==> src/rtl/uart_stat_pkg.sv <==
package uart_stat_pkg;
  localparam int REG_W = 8;
  localparam logic [1:0] A_DATA = 2'd0;
  localparam logic [1:0] A_STAT = 2'd1;
  localparam logic [1:0] A_CTRL = 2'd2;
  // control register bit positions
  localparam int C_LOOP = 0;
  localparam int C_CTSE = 1;
  localparam int C_CTSL = 7;
endpackage

==> src/rtl/uart_tx_path.sv <==
module uart_tx_path #(
  parameter int DATA_W = 8
) (
  input  logic              clk,
  input  logic              rst,
  input  logic              load,
  input  logic [DATA_W-1:0] load_data,
  input  logic              bit_tick,
  input  logic              cts_ok,
  output logic              hold_empty,
  output logic              busy,
  output logic              ser_out
);
  localparam int FRAME = DATA_W + 2;
  localparam int CW    = $clog2(FRAME + 1);

  logic [DATA_W-1:0] hold_q;
  logic [FRAME-1:0]  shreg;
  logic [CW-1:0]     left;
  logic              start;

  assign start   = !hold_empty && !busy && cts_ok;
  assign ser_out = shreg[0];

  always_ff @(posedge clk) begin
    if (rst) begin
      hold_q     <= '0;
      hold_empty <= 1'b1;
      busy       <= 1'b0;
      shreg      <= '1;
      left       <= '0;
    end else begin
      if (start) begin
        shreg      <= {1'b1, hold_q, 1'b0};
        left       <= CW'(FRAME);
        busy       <= 1'b1;
        hold_empty <= 1'b1;
      end else if (busy && bit_tick) begin
        if (left == CW'(1)) begin
          busy  <= 1'b0;
          shreg <= '1;
          left  <= '0;
        end else begin
          shreg <= {1'b1, shreg[FRAME-1:1]};
          left  <= left - CW'(1);
        end
      end
      // a new write wins over the transfer of the previous byte
      if (load) begin
        hold_q     <= load_data;
        hold_empty <= 1'b0;
      end
    end
  end
endmodule

==> src/rtl/uart_rx_status.sv <==
module uart_rx_status #(
  parameter int DATA_W = 8
) (
  input  logic              clk,
  input  logic              rst,
  input  logic              rx_valid,
  input  logic [DATA_W-1:0] rx_data,
  input  logic              rx_ferr,
  input  logic              data_rd,
  input  logic              stat_rd,
  input  logic              mismatch,
  output logic              rda,
  output logic              oe,
  output logic              fe,
  output logic              ple,
  output logic [DATA_W-1:0] rx_hold
);
  logic accept;
  logic overrun;

  assign accept  = rx_valid && (!rda || data_rd);
  assign overrun = rx_valid && rda && !data_rd;

  always_ff @(posedge clk) begin
    if (rst) begin
      rda     <= 1'b0;
      oe      <= 1'b0;
      fe      <= 1'b0;
      ple     <= 1'b0;
      rx_hold <= '0;
    end else begin
      if (accept)       rx_hold <= rx_data;

      if (accept)       rda <= 1'b1;
      else if (data_rd) rda <= 1'b0;

      if (overrun)      oe <= 1'b1;
      else if (stat_rd) oe <= 1'b0;

      if (accept && rx_ferr) fe <= 1'b1;
      else if (stat_rd)      fe <= 1'b0;

      if (mismatch)                ple <= 1'b1;
      else if (stat_rd || data_rd) ple <= 1'b0;
    end
  end
endmodule

==> src/rtl/uart_stat_flow.sv <==
module uart_stat_flow
  import uart_stat_pkg::*;
#(
  parameter int DATA_W = 8
) (
  input  logic              clk,
  input  logic              rst,
  input  logic              reg_wr,
  input  logic              reg_rd,
  input  logic [1:0]        reg_addr,
  input  logic [REG_W-1:0]  reg_wdata,
  output logic [REG_W-1:0]  reg_rdata,
  input  logic              cts_in,
  input  logic              rx_valid,
  input  logic [DATA_W-1:0] rx_data,
  input  logic              rx_ferr,
  input  logic              rx_sample,
  input  logic              rxd,
  input  logic              bit_tick,
  output logic              txd
);
  logic              loop_en, cts_en, cts_eff, cts_ok;
  logic              data_wr, data_rd, stat_rd;
  logic              tdre, busy, txe, mismatch;
  logic              rda, oe, fe, ple;
  logic [DATA_W-1:0] rx_hold;
  logic [REG_W-1:0]  status, ctrl_view;

  assign data_wr  = reg_wr && (reg_addr == A_DATA);
  assign data_rd  = reg_rd && (reg_addr == A_DATA);
  assign stat_rd  = reg_rd && (reg_addr == A_STAT);
  assign cts_eff  = loop_en ? rda : cts_in;
  assign cts_ok   = !cts_en || cts_eff;
  assign txe      = !busy;
  assign mismatch = rx_sample && busy && (rxd != txd);

  always_ff @(posedge clk) begin
    if (rst) begin
      loop_en <= 1'b0;
      cts_en  <= 1'b0;
    end else if (reg_wr && reg_addr == A_CTRL) begin
      loop_en <= reg_wdata[C_LOOP];
      cts_en  <= reg_wdata[C_CTSE];
    end
  end

  uart_tx_path #(.DATA_W(DATA_W)) u_tx (
    .clk(clk), .rst(rst), .load(data_wr), .load_data(reg_wdata[DATA_W-1:0]),
    .bit_tick(bit_tick), .cts_ok(cts_ok), .hold_empty(tdre), .busy(busy),
    .ser_out(txd)
  );

  uart_rx_status #(.DATA_W(DATA_W)) u_rx (
    .clk(clk), .rst(rst), .rx_valid(rx_valid), .rx_data(rx_data),
    .rx_ferr(rx_ferr), .data_rd(data_rd), .stat_rd(stat_rd),
    .mismatch(mismatch), .rda(rda), .oe(oe), .fe(fe), .ple(ple),
    .rx_hold(rx_hold)
  );

  always_comb begin
    status    = {rda, ple, oe, fe, 1'b0, tdre, txe, 1'b0};
    ctrl_view = '0;
    ctrl_view[C_CTSL] = cts_eff;
    ctrl_view[C_CTSE] = cts_en;
    ctrl_view[C_LOOP] = loop_en;
  end

  always_ff @(posedge clk) begin
    if (rst) begin
      reg_rdata <= '0;
    end else if (reg_rd) begin
      unique case (reg_addr)
        A_DATA:  reg_rdata <= REG_W'(rx_hold);
        A_STAT:  reg_rdata <= status;
        A_CTRL:  reg_rdata <= ctrl_view;
        default: reg_rdata <= '0;
      endcase
    end
  end
endmodule

==> config.mk <==
export PLATFORM = sky130hd
export DESIGN_NAME = uart_stat_flow
export DESIGN_NICKNAME = d
export VERILOG_FILES = /design/src/rtl/uart_stat_pkg.sv /design/src/rtl/uart_tx_path.sv /design/src/rtl/uart_rx_status.sv /design/src/rtl/uart_stat_flow.sv
export SDC_FILE = /design/constraint.sdc
export NUM_CORES = 1
export LEC_CHECK = 0
export BUFFER_PORTS_ARGS = -buffer_cell sky130_fd_sc_hd__buf_2
export CAP_MARGIN = 20
export CELL_PAD_IN_SITES_DETAIL_PLACEMENT = 1
export CELL_PAD_IN_SITES_GLOBAL_PLACEMENT = 2
export CORE_MARGIN = 4
export CORE_UTILIZATION = 29
export DETAILED_ROUTE_END_ITERATION = 7
export PLACE_DENSITY = 0.75
export SETUP_SLACK_MARGIN = 0.1
export SYNTH_ARGS = -nofsm -noshare
export SYNTH_HDL_FRONTEND = slang
export SYNTH_HIERARCHICAL = 1
export SYNTH_SLANG_ARGS = --single-unit
==> constraint.sdc <==
create_clock -name clk -period 1.5 [get_ports clk]
set_input_delay 0.3 -clock clk [delete_from_list [all_inputs] [get_ports clk]]
set_output_delay 0.3 -clock clk [all_outputs]
set_load 0.05 [all_outputs]
# == Word-level counts from Yosys, hierarchy flattened ==
# Cells that the tools add are included.
# classes
n_reduce_logical,31
mux,20
add_sub_neg,1
n_eq_ne,4
# ops
cell,count
two-way mux 9 bit,3
one-hot mux 8 bit (3 select lines),1
nonzero test 2 bit,7
logical AND 1 bit,13
two-way mux 1 bit,13
two-way mux 4 bit,3
logical NOT 1 bit,5
== test 4 x 1 -> 1 bit (second input constant),1
subtractor 4 x 1 -> 4 bit (second input constant),1
logical OR 1 bit,3
== test 2 x 1 -> 1 bit (second input constant),1
== test 2 bit (second input constant),1
logical NOT 2 bit,1
AND reduction 2 bit,1
OR reduction 2 bit,1
inequality test 1 bit,1
# word_totals
regBits,46
in_bits,28

# == Logic depth before layout (Yosys ltp) ==
# depth
ltp_word,6
depth_mapped,6
depth_no_buf,5

# == Cells and area by module ==
# Netlist, hierarchy kept.
# modules_own_cells
module,area_each_um2,cells_per_inst,instances,seq_area_each_um2
uart_tx_path,992.2,107,1,460.4
uart_stat_flow,539.3,62,1,200.2
uart_rx_status,446.7,52,1,240.2

# == Worst setup path before layout ==
# Ideal clock, no wire load.
# synth_timing
path_kind,reg-to-reg
start,reg u_rx.rda
end,reg u_tx.shreg[0]
path_slack_ns,0.111
path_stages_with_launch,6
period_less_slack_ns,1.389
t_required_ns,1.380
arrival_ns,1.269
path_cell_list,dfxtp_1 mux2i_1 nand2_1 or3b_4 and3_1 a211o_1
# synth_via
elab_chain_cells,4
# synth_lines
element,line,rtl
"start, declared",uart_rx_status.sv:12,"output logic rda,"
"start signal, assigned",uart_rx_status.sv:26,rda <= 1'b0;
"start signal, assigned",uart_rx_status.sv:34,if (accept) rda <= 1'b1;
"start signal, assigned",uart_rx_status.sv:35,else if (data_rd) rda <= 1'b0;
two-way mux 1 bit (*),uart_stat_flow.sv:32,assign cts_eff = loop_en ? rda : cts_in;
logical OR 1 bit (*),uart_stat_flow.sv:33,assign cts_ok = !cts_en || cts_eff;
via cts_ok,uart_stat_flow.sv:22,"logic loop_en, cts_en, cts_eff, cts_ok;"
logical AND 1 bit (*),uart_tx_path.sv:22,assign start = !hold_empty && !busy && cts_ok;
two-way mux 9 bit / nonzero test 2 bit (equally long branches),-,
"end signal, assigned",uart_tx_path.sv:34,"shreg <= {1'b1, hold_q, 1'b0};"
"end signal, assigned",uart_tx_path.sv:44,"shreg <= {1'b1, shreg[FRAME-1:1]};"
"end, declared",uart_tx_path.sv:18,logic [FRAME-1:0] shreg;
# The timed path passes the listed nets; every way through them passes the cells marked *.
# A chain may end at the register's enable or synchronous reset.

# == Final worst setup path ==
# layout_timing
start,reg loop_en
end,reg u_tx.shreg[0]
# layout_via
elab_chain_cells,4
# layout_lines
element,line,rtl
"start, declared",uart_stat_flow.sv:22,
"start signal, assigned",uart_stat_flow.sv:42,loop_en <= reg_wdata[C_LOOP];
two-way mux 1 bit (*),uart_stat_flow.sv:32,
logical OR 1 bit (*),uart_stat_flow.sv:33,
via cts_ok,uart_stat_flow.sv:22,
logical AND 1 bit (*),uart_tx_path.sv:22,
two-way mux 9 bit / nonzero test 2 bit (equally long branches),-,
# Marked as above.

==> impl_metrics.yaml <==
clocking:
  htree_levels: 2
  cts_max_path_buffers: 2
  numCtsBuffers: 5
  cts_tree: "yes"
  cts_root_buf: "clkbuf_8"
  cts.sinks: 45
  path_clk_slew_ns: 0.10
  insertion_delay_ns: 0.30
setup_path:
  critical_path.endpoint: "u_tx/shreg[0]"
  critPathSlowestCell: "or3b_4"
  crit_fanout: 4
  regToRegSetupSlack_ns: -0.006
  crit_family: "simple AND/OR/NAND/NOR gates"
  cp-startpoint: "loop_en"
  path_cells: "mux2i_1 -> nand2_1 -> or3b_4 -> and3_4 -> a211o_1"
  path_buf_inv: 0
  r2r_cells: 5
  cp_num_cells: 5
  reg2reg_from: "loop_en"
  cpPeakStageDelay_ns: 0.43
  crit_arrival_ns: 1.70
  crit_required_ns: 1.69
  cp-end-kind: "register"
  crit_type: "reg2reg"
  reg2reg_to: "u_tx/shreg[0]"
  cp-start-kind: "register"
outcome:
  status: "finished, violations left"
  violations: "setup timing"
grt:
  grt_pass1_wl_um: 8890
  grt.overflow.total: 0
  antenna_found_initial: 0
  grt_use_met3_pct: 3.58
  grt_use_met2_pct: 20.6
  grt_max_degree: 19
  grt_use_total_pct: 13.3
  grt_most_used_layer: "met2"
  grt_pass1_vias: 1807
  grtUsageMet1_pct: 17.9
synthesis:
  synth_fa_ha_area_share_pct: 1.27
  syn_nets: 251
  yosys.area_share.simple_pct: 20.6
  synth_mux_area_share_pct: 8.41
  synth_warnings: 6
  avgSynthCellArea_um2: 8.95
  yosysTopAreaCell: "dfxtp_1"
  synth_top_family_by_area: "simple AND/OR/NAND/NOR gates"
  syn-instance-count: 221
  yosys-top-cells-area: "dfxtp_1 46%, a21oi_1 7.1%, mux2i_1 5.6%, nor2_1 4.7%, nand3_1 3.0%"
  syn-cell-area_um2: 1980
  synth_xor_area_share_pct: 1.33
  yosysTopAreaCellShare_pct: 45.5
  yosysSeqAreaShare_pct: 45.5
  synth_compound_area_share_pct: 17.6
  synth-seq-cells: 45
  yosysUniqueCellTypes: 37
placement:
  dp_hpwl_um: 3810
  post-place-ws_ns: -0.0879
  place_inst: 338
  place_area_um2: 2320
  place_congestion: 0.754
  portBuffers: 36
finish:
  final_common_cell: "dfxtp_1"
  fillers: 763
  area_growth_pct: 28.1
  mostFrequentLayoutCells: "44 x dfxtp_1, 36 x buf_2, 27 x a21oi_1, 25 x nor2_1, 18 x buf_4"
  final_nets: 302
  antennaDiodeCount: 0
  design_area_um2: 2530
  drive_gt1_share_pct: 30.8
  fin_cells: 350
sta:
  fin_crit_sh_pct: 100
  fmax_mhz: 664
  slew_headroom_pct: 70.0
  setup_slack_ns: -0.00554
  tightestPinTransition_ns: 0.450
  grt_setup_unrepaired: "yes"
  hold_viol: 0
  setup_viol: 1
  slew_violations: 0
  fin_crit_ns: 1.51
  setup_tns_ns: -0.00554
  finalClockSkew_ns: 0.0136
power:
  leakagePower_nw: 1.03
  powerDensity_nw_per_um2: 1040
  ir_worst_vdd_mv: 0.584
  p_total_w: 0.00265
die:
  die-area_um2: 8210
  die_w_um: 90.6
  initial_core_util_pct: 30.5
  fp-row-count: 29
  core_area_um2: 6490
  die_h_um: 90.6
  io_pins: 37
min_path:
  hold_path_class: "in2reg"
  hold_start: "reg_wdata[2]"
  whs_path_depth: 3
routing:
  drt-initial-drc-count: 65
  ant_nets: 0
  drc: 0
  num_vias: 1735
  viasPerCell: 4.96
  first_pass_iters: 4
  wl_um: 5110
  wl_per_cell_um: 14.6
job:
  cap_violations: 0
==> layer usage <==
layer | part of all wire (%) | wire length (µm) | up-vias
met4 | 0.98 | 50 | 0
met5 | 0 | 0 | -
met2 | 44 | 2240 | 26
li1 | - | - | 883
met1 | 51 | 2620 | 822
met3 | 3.8 | 194 | 4
==> state kept, by name, summed over array words and instances (netlist names) <==
signal / cells
cts_en: 1
loop_en: 1
reg_rdata: 8
u_rx/fe: 1
u_rx/oe: 1
u_rx/ple: 1
u_rx/rda: 1
u_rx/rx_hold: 8
u_tx/busy: 1
u_tx/hold_empty: 1
u_tx/hold_q: 8
u_tx/left: 4
u_tx/shreg: 9
==> power by group <==
group,switching [W],internal [W]
logic,0.000211,0.000183
clock network,0.000448,0.000499
registers,0.0000468,0.00126
total,0.000706,0.00194
==> worst min path at each step <==
| stage | to | slack (ns) |
|---|---|---|
| 3_3_place_gp | u_rx/fe | 0.45 |
| 6_report | u_tx/hold_q[2] | 0.22 |
| 5_1_grt | u_rx/rx_hold[4] | 0.24 |
| 3_5_place_dp | u_tx/shreg[0] | 0.46 |
| 2_1_floorplan | u_rx/fe | 0.37 |
| 4_1_cts | u_tx/hold_q[2] | 0.22 |
==> kinds of logic after synthesis <==
family	Yosys count
buffers and inverters	19
adder cells (fa/ha/maj)	2
multiplexers	16
flip-flops	45
AO/OA/AOI/OAI	61
XOR/XNOR	3
AND/OR/NAND/NOR	75
==> per-stage QoR <==
step	hold slack (ns)	utilization, %
final	0.224	39.0
after global routing	0.236	39.0
after CTS	0.221	38.4
after detailed placement	0.461	35.7
after global placement	0.453	35.7
after floorplan	0.369	-
==> synth_stat cells <==
library cell / number
a21o_1: 2
o21ai_1: 8
nand3b_1: 2
nand2b_1: 4
nor3b_2: 1
and2b_4: 1
nand2_1: 2
o41ai_1: 1
nor2_1: 25
xnor2_1: 1
nor2b_1: 8
nor3_1: 11
dfxtp_1: 45
inv_1: 5
nand3_1: 12
buf_6: 2
or3b_4: 1
buf_2: 7
nor3b_4: 1
or2_1: 1
ha_1: 2
o21bai_1: 1
and2_2: 1
xor2_1: 2
a311oi_1: 1
a31oi_1: 9
clkbuf_1: 2
a21oi_1: 28
mux2_2: 5
and3_1: 2
buf_1: 1
o21ai_0: 8
a211o_1: 2
mux2i_1: 11
a311oi_2: 1
buf_4: 2
nor3b_1: 3
==> worst register-to-register path: stages (launching register included) <==
cell,delay [ns]
dfxtp_2,0.34
mux2i_1,0.13
nand2_1,0.10
or3b_4,0.43
and3_4,0.18
a211o_1,0.21
==> layout make-up <==
class                           instances  area, µm²  area share, %
Clock inverter                          3       46.3           1.83
Inverter                                5       18.8          0.740
Multi-Input combinational cell        157       1020           40.4
Timing Repair Buffer                   58        378           14.9
Clock buffer                            5       68.8           2.71
Sequential cell                        45        902           35.6
Tap cell                               77       96.3           3.80
==> what timing repair did <==
| action | CTS | global route |
|---|---|---|
| resized for setup | 5 | 4 |
| buffers inserted | 4 | 0 |
| hold buffers | 0 | 0 |
| pin swaps | 10 | 0 |
| setup endpoints to repair | 13 | 12 |
Note: power is estimated with default switching activity, not from simulation.
